--- src/rtl/vpfx_pkg.sv ---
package vpfx_pkg;
  localparam int PFX_W = 32;
  localparam int RM_W  = 24;
  localparam int XTR_W = 9;
  localparam int FLD_W = 5;
  localparam int REG_W = 7;
  localparam int CRF_W = 3;
  localparam int TAG_W = 3;
  localparam int NOPS  = 4;

  typedef enum logic [1:0] {
    CAT_S3   = 2'd0,
    CAT_S2   = 2'd1,
    CAT_TWIN = 2'd2,
    CAT_RSV  = 2'd3
  } cat_e;

  typedef enum logic [1:0] {
    OPC_INT = 2'd0,
    OPC_FPD = 2'd1,
    OPC_FPS = 2'd2,
    OPC_CR  = 2'd3
  } opc_e;

  typedef struct packed {
    logic             mmode;
    logic [2:0]       mask;
    logic [1:0]       elw;
    logic [1:0]       elws;
    logic [1:0]       svl;
    logic [XTR_W-1:0] xtr;
    logic [4:0]       mode;
  } rm_t;
endpackage

--- src/rtl/vpfx_gather.sv ---
module vpfx_gather
  import vpfx_pkg::*;
(
  input  logic [PFX_W-1:0] pfx_i,
  output logic             hit_o,
  output rm_t              rm_o
);
  localparam logic [5:0] MAJOR = 6'd1;

  always_comb begin
    hit_o = (pfx_i[PFX_W-1 -: 6] == MAJOR) && pfx_i[24] && pfx_i[22];
    rm_o  = hit_o ? rm_t'({pfx_i[25], pfx_i[23], pfx_i[21:0]}) : '0;
  end
endmodule

--- src/rtl/vpfx_extra_sel.sv ---
module vpfx_extra_sel
  import vpfx_pkg::*;
(
  input  cat_e                        cat_i,
  input  logic [XTR_W-1:0]            xtr_i,
  output logic [NOPS-1:0][TAG_W-1:0]  tag_o,
  output logic                        xmode_o,
  output logic [2:0]                  msrc_o
);
  always_comb begin
    tag_o   = '0;
    xmode_o = 1'b0;
    msrc_o  = '0;
    case (cat_i)
      CAT_S3: begin
        for (int i = 0; i < NOPS; i++)
          tag_o[i] = {xtr_i[XTR_W-1-2*i -: 2], 1'b0};
        xmode_o = xtr_i[0];
      end
      CAT_S2: begin
        for (int i = 0; i < 3; i++)
          tag_o[i] = xtr_i[XTR_W-1-3*i -: 3];
      end
      CAT_TWIN: begin
        for (int i = 0; i < 2; i++)
          tag_o[i] = xtr_i[XTR_W-1-3*i -: 3];
        msrc_o = xtr_i[2:0];
      end
      default: ;
    endcase
  end
endmodule

--- src/rtl/vpfx_reg_ext.sv ---
module vpfx_reg_ext #(
  parameter int FLD_W = 5,
  parameter int REG_W = 7
) (
  input  logic [2:0]       tag_i,
  input  logic [FLD_W-1:0] fld_i,
  output logic [REG_W-1:0] reg_o,
  output logic             vec_o
);
  localparam int EXT_W = REG_W - FLD_W;

  always_comb begin
    vec_o = tag_i[2];
    reg_o = vec_o ? {fld_i, tag_i[EXT_W-1:0]} : {tag_i[EXT_W-1:0], fld_i};
  end
endmodule

--- src/rtl/vpfx_cr_ext.sv ---
module vpfx_cr_ext
  import vpfx_pkg::*;
(
  input  logic [2:0]       tag_i,
  input  logic [CRF_W-1:0] bf_i,
  output logic [REG_W-1:0] cr_o,
  output logic             vec_o
);
  always_comb begin
    vec_o = tag_i[2];
    cr_o  = vec_o ? {bf_i, tag_i[1], tag_i[0], 2'b00}
                  : {2'b00, tag_i[1:0], bf_i};
  end
endmodule

--- src/rtl/vpfx_top.sv ---
module vpfx_top
  import vpfx_pkg::*;
(
  input  logic             clk,
  input  logic             rst,
  input  logic [31:0]      pfx_i,
  input  logic [1:0]       cat_i,
  input  logic [1:0]       opc_i,
  input  logic [4:0]       fld_dst_i,
  input  logic [4:0]       fld_s1_i,
  input  logic [4:0]       fld_s2_i,
  input  logic [4:0]       fld_s3_i,
  input  logic [2:0]       cr_bf_i,
  output logic             val_o,
  output logic             ill_o,
  output logic             mmode_o,
  output logic [2:0]       mask_o,
  output logic [1:0]       elw_o,
  output logic [1:0]       elws_o,
  output logic [6:0]       elw_bits_o,
  output logic [2:0]       svl_o,
  output logic [4:0]       mode_o,
  output logic             xmode_o,
  output logic [2:0]       msrc_o,
  output logic [6:0]       dst_reg_o,
  output logic [6:0]       s1_reg_o,
  output logic [6:0]       s2_reg_o,
  output logic [6:0]       s3_reg_o,
  output logic [3:0]       vec_o,
  output logic [6:0]       cr_reg_o,
  output logic             cr_vec_o
);
  logic                       hit;
  rm_t                        rm;
  cat_e                       cat;
  opc_e                       opc;
  logic [NOPS-1:0][TAG_W-1:0] tags;
  logic                       xmode_c;
  logic [2:0]                 msrc_c;
  logic [NOPS-1:0][FLD_W-1:0] flds;
  logic [NOPS-1:0][REG_W-1:0] regs_c;
  logic [NOPS-1:0]            vec_c;
  logic [REG_W-1:0]           cr_c;
  logic                       crv_c;
  logic                       ill_c;
  logic [6:0]                 bits_c;

  assign cat  = cat_e'(cat_i);
  assign opc  = opc_e'(opc_i);
  assign flds = {fld_s3_i, fld_s2_i, fld_s1_i, fld_dst_i};

  vpfx_gather u_gather (.pfx_i(pfx_i), .hit_o(hit), .rm_o(rm));

  vpfx_extra_sel u_xsel (
    .cat_i(cat), .xtr_i(rm.xtr), .tag_o(tags), .xmode_o(xmode_c), .msrc_o(msrc_c)
  );

  for (genvar g = 0; g < NOPS; g++) begin : g_op
    vpfx_reg_ext #(.FLD_W(FLD_W), .REG_W(REG_W)) u_ext (
      .tag_i(tags[g]), .fld_i(flds[g]), .reg_o(regs_c[g]), .vec_o(vec_c[g])
    );
  end

  vpfx_cr_ext u_cr (.tag_i(tags[0]), .bf_i(cr_bf_i), .cr_o(cr_c), .vec_o(crv_c));

  always_comb begin
    case (rm.elw)
      2'b01:   bits_c = 7'd32;
      2'b10:   bits_c = 7'd16;
      2'b11:   bits_c = 7'd8;
      default: bits_c = 7'd0;
    endcase
    ill_c = hit && ((cat == CAT_RSV) ||
                    (opc == OPC_FPD && (rm.elw == 2'b11 || rm.elws == 2'b11)) ||
                    (opc == OPC_FPS && (rm.elw[1] || rm.elws[1])));
  end

  always_ff @(posedge clk) begin
    if (rst || !hit) begin
      val_o      <= 1'b0;
      ill_o      <= 1'b0;
      mmode_o    <= 1'b0;
      mask_o     <= '0;
      elw_o      <= '0;
      elws_o     <= '0;
      elw_bits_o <= '0;
      svl_o      <= '0;
      mode_o     <= '0;
      xmode_o    <= 1'b0;
      msrc_o     <= '0;
      dst_reg_o  <= '0;
      s1_reg_o   <= '0;
      s2_reg_o   <= '0;
      s3_reg_o   <= '0;
      vec_o      <= '0;
      cr_reg_o   <= '0;
      cr_vec_o   <= 1'b0;
    end else begin
      val_o      <= 1'b1;
      ill_o      <= ill_c;
      mmode_o    <= rm.mmode;
      mask_o     <= rm.mask;
      elw_o      <= rm.elw;
      elws_o     <= rm.elws;
      elw_bits_o <= bits_c;
      svl_o      <= {1'b0, rm.svl} + 3'd1;
      mode_o     <= rm.mode;
      xmode_o    <= xmode_c;
      msrc_o     <= msrc_c;
      dst_reg_o  <= regs_c[0];
      s1_reg_o   <= regs_c[1];
      s2_reg_o   <= regs_c[2];
      s3_reg_o   <= regs_c[3];
      vec_o      <= vec_c;
      cr_reg_o   <= cr_c;
      cr_vec_o   <= crv_c;
    end
  end


  miss_zero_chk: assert property (@(posedge clk) disable iff (rst)
    (pfx_i[31:26] != 6'd1) |=> (!val_o && !ill_o && dst_reg_o == '0 && vec_o == '0 && cr_reg_o == '0));


  ill_valid_chk: assert property (@(posedge clk) disable iff (rst) ill_o |-> val_o);


  svl_range_chk: assert property (@(posedge clk) disable iff (rst)
    val_o |-> (svl_o >= 3'd1 && svl_o <= 3'd4));


  scalar_low_chk: assert property (@(posedge clk) disable iff (rst)
    (val_o && !vec_o[0]) |-> (dst_reg_o[4:0] == $past(fld_dst_i)));


  vector_high_chk: assert property (@(posedge clk) disable iff (rst)
    (val_o && vec_o[0]) |-> (dst_reg_o[6:2] == $past(fld_dst_i)));


  cr_align_chk: assert property (@(posedge clk) disable iff (rst)
    cr_vec_o |-> (cr_reg_o[1:0] == 2'b00 && cr_reg_o[6:4] == $past(cr_bf_i)));
endmodule

--- config.mk ---
export PLATFORM = sky130hd
export DESIGN_NAME = vpfx_top
export DESIGN_NICKNAME = d
export VERILOG_FILES = /design/src/rtl/vpfx_pkg.sv /design/src/rtl/vpfx_gather.sv /design/src/rtl/vpfx_extra_sel.sv /design/src/rtl/vpfx_reg_ext.sv /design/src/rtl/vpfx_cr_ext.sv /design/src/rtl/vpfx_top.sv
export SDC_FILE = /design/constraint.sdc
export NUM_CORES = 1
export LEC_CHECK = 0
export ABC_AREA = 1
export ABC_CLOCK_PERIOD_IN_PS = 2150
export BUFFER_PORTS_ARGS = -buffer_cell sky130_fd_sc_hd__buf_2
export CORE_MARGIN = 2
export CORE_UTILIZATION = 48
export DETAILED_ROUTE_END_ITERATION = 8
export PLACE_DENSITY = 0.95
export SYNTH_ARGS = -nofsm -noshare
export SYNTH_HDL_FRONTEND = slang
export SYNTH_SLANG_ARGS = --single-unit
--- constraint.sdc ---
create_clock -name clk -period 2.15 [get_ports clk]
set_input_delay 0.215 -clock clk [delete_from_list [all_inputs] [get_ports clk]]
set_output_delay 0.215 -clock clk [all_outputs]
set_load 0.005 [all_outputs]
## Yosys cells after proc, flatten, opt, wreduce, memory -nomap -nowiden

Cells that the tools add are included.

| word-level totals | value |
|---|---|
| flip-flop bits (word level) | 69 |
| input bits | 61 |
| logic and storage cells | 64 |

| operators by class | value |
|---|---|
| add/sub/neg operators | 1 |
| equality and inequality tests | 10 |
| muxes and demuxes | 11 |
| bitwise operators | 4 |
| reductions and logical operators | 18 |

Operator list:

| cell | count |
|---|---|
| 7-bit two-way mux | 4 |
| 20-bit two-way mux | 1 |
| 6-bit case mux with 3 select lines | 1 |
| 2-bit equality test, second input constant | 6 |
| 6-bit case mux with 2 select lines | 1 |
| 2-bit OR reduction | 6 |
| 2-bit by 1-bit equality test with 1-bit output, second input constant | 3 |
| 6-bit by 1-bit equality test with 1-bit output, second input constant | 1 |
| 3-bit case mux with 2 select lines | 1 |
| 1-bit logical AND | 5 |
| 1-bit logical OR | 5 |
| 5-bit two-way mux | 1 |
| 1-bit NOT | 4 |
| 2-bit by 1-bit adder with 3-bit output, second input constant | 1 |
| 3-bit two-way mux | 1 |
| 2-bit zero test | 1 |
| 1-bit zero test | 1 |
| 1-bit two-way mux | 1 |

## Logic depth before layout (Yosys ltp)

| logic depth | value |
|---|---|
| depth in word-level cells | 10 |
| gate-level depth with buffers | 10 |
| gate-level depth less buffers | 9 |

## Cells and area by module

A second synthesis with hierarchy kept.

| second synthesis, totals | value |
|---|---|
| cell total of the unflattened synthesis | 440 |
| area total of the unflattened synthesis | 2,992.9 um^2 |

By module, submodules not included:

| module | times used | cells an instance | area an instance (um^2) | seq. area each (um^2) |
|---|---|---|---|---|
| vpfx_top | 1 | 216 | 1,950.6 | 1,301.2 |
| vpfx_reg_ext | 4 | 24 | 101.3 | 0.0 |
| vpfx_gather | 1 | 63 | 311.5 | 0.0 |
| vpfx_extra_sel | 1 | 45 | 239.0 | 0.0 |
| vpfx_cr_ext | 1 | 20 | 86.3 | 0.0 |

## Worst setup path after synthesis

OpenSTA, ideal clock, no wires.

| timing | value |
|---|---|
| path kind | input -> register |
| start | in cat_i[0] |
| end | reg cr_reg_o[3] |
| setup time | 0.121 ns |
| arrival time | 1.141 ns |
| slack | 0.888 ns |
| stages on the path | 8 |
| buffers on the path | 1 |
| cells stage by stage | inv_1 > ha_1 > clkbuf_8 > o21ai_1 > nor2_2 > nor2_4 > nand2_1 > o21ai_0 |

| between the ends | value |
|---|---|
| cells in the longest elaborated chain, start to end | 4 |

Ends and longest elaborated chain:

| what | RTL line | RTL |
|---|---|---|
| from (decl) | vpfx_top.sv:7 | `input logic [1:0] cat_i,` |
| 2-bit equality test / 2-bit by 1-bit equality test with 1-bit output (equally long branches) | vpfx_extra_sel.sv:14 | `case (cat_i)` |
| 2-bit OR reduction (no line) | n/a |  |
| 6-bit case mux with 2 select lines * | vpfx_extra_sel.sv:14 |  |
| 5-bit two-way mux * | vpfx_cr_ext.sv:11 | `cr_o = vec_o ? {bf_i, tag_i[1], tag_i[0], 2'b00}` |
| to (signal assigned) | vpfx_top.sv:115 | `cr_reg_o <= cr_c;` |
| to (decl) | vpfx_top.sv:30 | `output logic [6:0] cr_reg_o,` |

Every way passes the cells marked *; elsewhere a longest branch is shown, timed or not.
A chain may end at the register's enable or synchronous reset.

## Worst setup path after layout

| timing | value |
|---|---|
| start | in cat_i[0] |
| end | reg dst_reg_o[5] |

| between the ends | value |
|---|---|
| cells in the longest elaborated chain, start to end | 4 |

Ends and longest elaborated chain:

| what | RTL line | RTL |
|---|---|---|
| 2-bit equality test / 2-bit by 1-bit equality test with 1-bit output (equally long branches) | vpfx_extra_sel.sv:14 |  |
| 2-bit OR reduction (no line) | n/a |  |
| 6-bit case mux with 2 select lines * | vpfx_extra_sel.sv:14 |  |
| 7-bit two-way mux * | vpfx_reg_ext.sv:14 | `reg_o = vec_o ? {fld_i, tag_i[EXT_W-1:0]} : {tag_i[EXT_W-1:0], fld_i};` |
| to (signal assigned) | vpfx_top.sv:110 | `dst_reg_o <= regs_c[0];` |
| to (decl) | vpfx_top.sv:25 | `output logic [6:0] dst_reg_o,` |

Marks and branches as above.

==> qor.yml <==
status:
  status: "finished clean"
floorplanning:
  core_sq_um: 4790
  start_util_pct: 50.5
  row_count: 25
  die-area_sq_um: 5620
  die_h_um: 75.0
  die_w_um: 75.0
  ios: 130
power_and_ir_drop:
  total_power_mw: 2.21
  p_per_area_nw_per_um2: 689
  p_leak_nw: 1.82
  peakVddDrop_uv: 413
cts:
  htreeDepth: 3
  cts_resized: 0
  cts_buffers: 9
  cts_hold_buf: 0
  clkSinkCount: 64
  cts_buffer_depth: 2
  path_clk_slew_ns: 0.06
  cts_tree: "built"
  cts_root_buf: "clkbuf_8"
  cts_setup_buffers: 0
yosys:
  synth_xor_area_share_pct: 0
  yosysUniqueCellTypes: 29
  yosysTopAreaCell: "dfxtp_1"
  synth_compound_area_share_pct: 5.79
  muxShareOfSynthArea_pct: 0
  synth-adder-area-share_pct: 2.59
  postSynth.asyncResetShare_pct: 0
  synth.avg_cell_area_sq_um: 8.25
  yosysSeqAreaShare_pct: 53.0
  synth_top_flop_cell: "dfxtp_1"
  synth_area_leaders: "dfxtp_1 53%, nand2_1 8.5%, nor2_1 7.8%, inv_1 6.5%, ha_1 2.6%"
  synth_simple_gate_area_share_pct: 26.7
  syn-cell-area_sq_um: 2420
  ys_seq_elements: 64
  synth_warnings: 0
  synth_edf_count: 0
  syn_inst: 293
  synth_top_area_share_pct: 53.0
  synth_top_family_by_area: "simple AND/OR/NAND/NOR gates"
sta:
  fmaxAchievable_ghz: 0.729
  hold_viol: 0
  finalCriticalPeriod_ns: 1.37
  fin_tns_setup_ns: 0
  finalMaxSlewViolations: 0
  hold_slack_ns: 0.0670
  rsz0062_at_grt: "no"
  setup_ws_ns: 0.777
  fin_crit_sh_pct: 63.8
  finalSetupViolCount: 0
cells_and_area:
  regArea_sq_um: 1280
  diodes: 0
  utilization_pct: 67.1
  multi_input_area_sq_um: 865
  layout_commonest_cell: "buf_2"
  most-common-layout-cells: "125 x buf_2, 64 x dfxtp_1, 55 x nand2_1, 50 x nor2_1, 42 x inv_1"
  final_area_sq_um: 3210
  finalNonFillerCells: 492
  nFillCells: 417
  drive_above_1_share_pct: 37.4
  area_growth_syn_to_layout_pct: 32.8
  fin_nets: 488
place:
  place_ws_ns: 0.465
  postPlaceCellArea_sq_um: 3040
  dp.cells: 478
  port_buffers: 125
  dp_hpwl_um: 4460
  gp_congestion: 0.786
setup_path:
  crit_chain: "buf_2 -> inv_1 -> ha_1 -> o21ai_1 -> nor2_2 -> nand2_4 -> inv_2 -> nand2_1 -> nand2_1"
  cp_slowest_cell: "ha_1"
  slowest_delay_ns: 0.38
  cp-start-kind: "primary input"
  crit_path_frequent_cell: "nand2_1"
  crit_arrival_ns: 1.63
  cp.required_ns: 2.41
  cp_top_family: "simple AND/OR/NAND/NOR gates"
  worst-path-buf-inv: 3
  end_kind: "register"
  worstSetupPathType: "primary input to register"
  critPathMaxFanout: 9
route:
  drt-total-wl_um: 5740
  drt-vias-per-instance: 4.62
  dr_total_vias: 2273
  dr.pass1.iters: 4
  drt_iter0_drc: 76
  ant_nets: 0
  drc_errors: 0
  wl_per_cell_um: 11.7
global_route:
  grt_overflow_total: 0
  antenna_found_initial: 0
  grt_pass1_vias: 2114
  track_usage_pct: 20.7
  grt_pass1_wl_um: 8700
  grt_max_degree: 27
worst_hold_path:
  hold_path_class: "primary input to register"
flow_run:
  drv_cap: 0
-- path summary, 6_finish.rpt --
path	startpoint	to	slack (ns)	cells after the start
setup / recovery	cat_i[0]	dst_reg_o[5]$_SDFF_PN0_	0.78	9
hold / removal	pfx_i[14]	svl_o[0]$_SDFF_PN0_	0.07	2
-- registers in the layout, indices dropped and copies added (netlist names) --
name	flops
vec_o	4
mask_o	3
xmode_o	1
ill_o	1
val_o	1
elw_o	2
dst_reg_o	7
elw_bits_o	3
mode_o	5
elws_o	2
mmode_o	1
s3_reg_o	7
cr_reg_o	7
svl_o	3
msrc_o	3
s1_reg_o	7
s2_reg_o	7
-- cells by family (layout without fill, tap and decap cells) --
group | count (synthesis) | after routing
buf+inv | 58 | 187
fa+ha+maj | 5 | 5
flops | 64 | 64
other cells | 1 | 4
simple gates | 140 | 140
compound gates | 25 | 25
-- synthesized netlist by cell type, types with 2 or more instances --
library cell / n
nor3_1: 3
nand2_2: 4
o211ai_1: 2
buf_2: 2
nand3_1: 8
dfxtp_1: 64
nand4_1: 8
inv_1: 42
nor2_1: 50
nor2_4: 4
a21oi_1: 12
ha_1: 5
inv_2: 5
nor2_2: 3
o21ai_1: 4
o21ai_0: 2
nand2_4: 3
buf_4: 5
o22ai_1: 3
nand2_1: 55
-- power by group --
part	internal [mW]	switching (mW)	leakage [nW]
clock network	0.502	0.396	0.0886
registers	1.19	0.000200	0.515
logic	0.0563	0.0734	1.22
total	1.74	0.470	1.82
-- per-layer routing --
metal | share of wire, % | GRT usage (%) | up-vias
met1 | 39 | 21.1 | 1001
met4 | 2.8 | 13.3 | 0
li1 | - | - | 1142
met2 | 49 | 36.0 | 116
met5 | 0 | 0 | -
met3 | 9.3 | 7.10 | 14
-- final cells by class --
class / count / share of cell area (%)
clock buffers: 14 / 5.38
multi-input cells: 174 / 26.9
repair buffers: 126 / 19.7
flip-flops and latches: 64 / 39.9
inverters: 47 / 5.49
well taps: 67 / 2.61
Note: power is estimated with default switching activity, not from simulation.
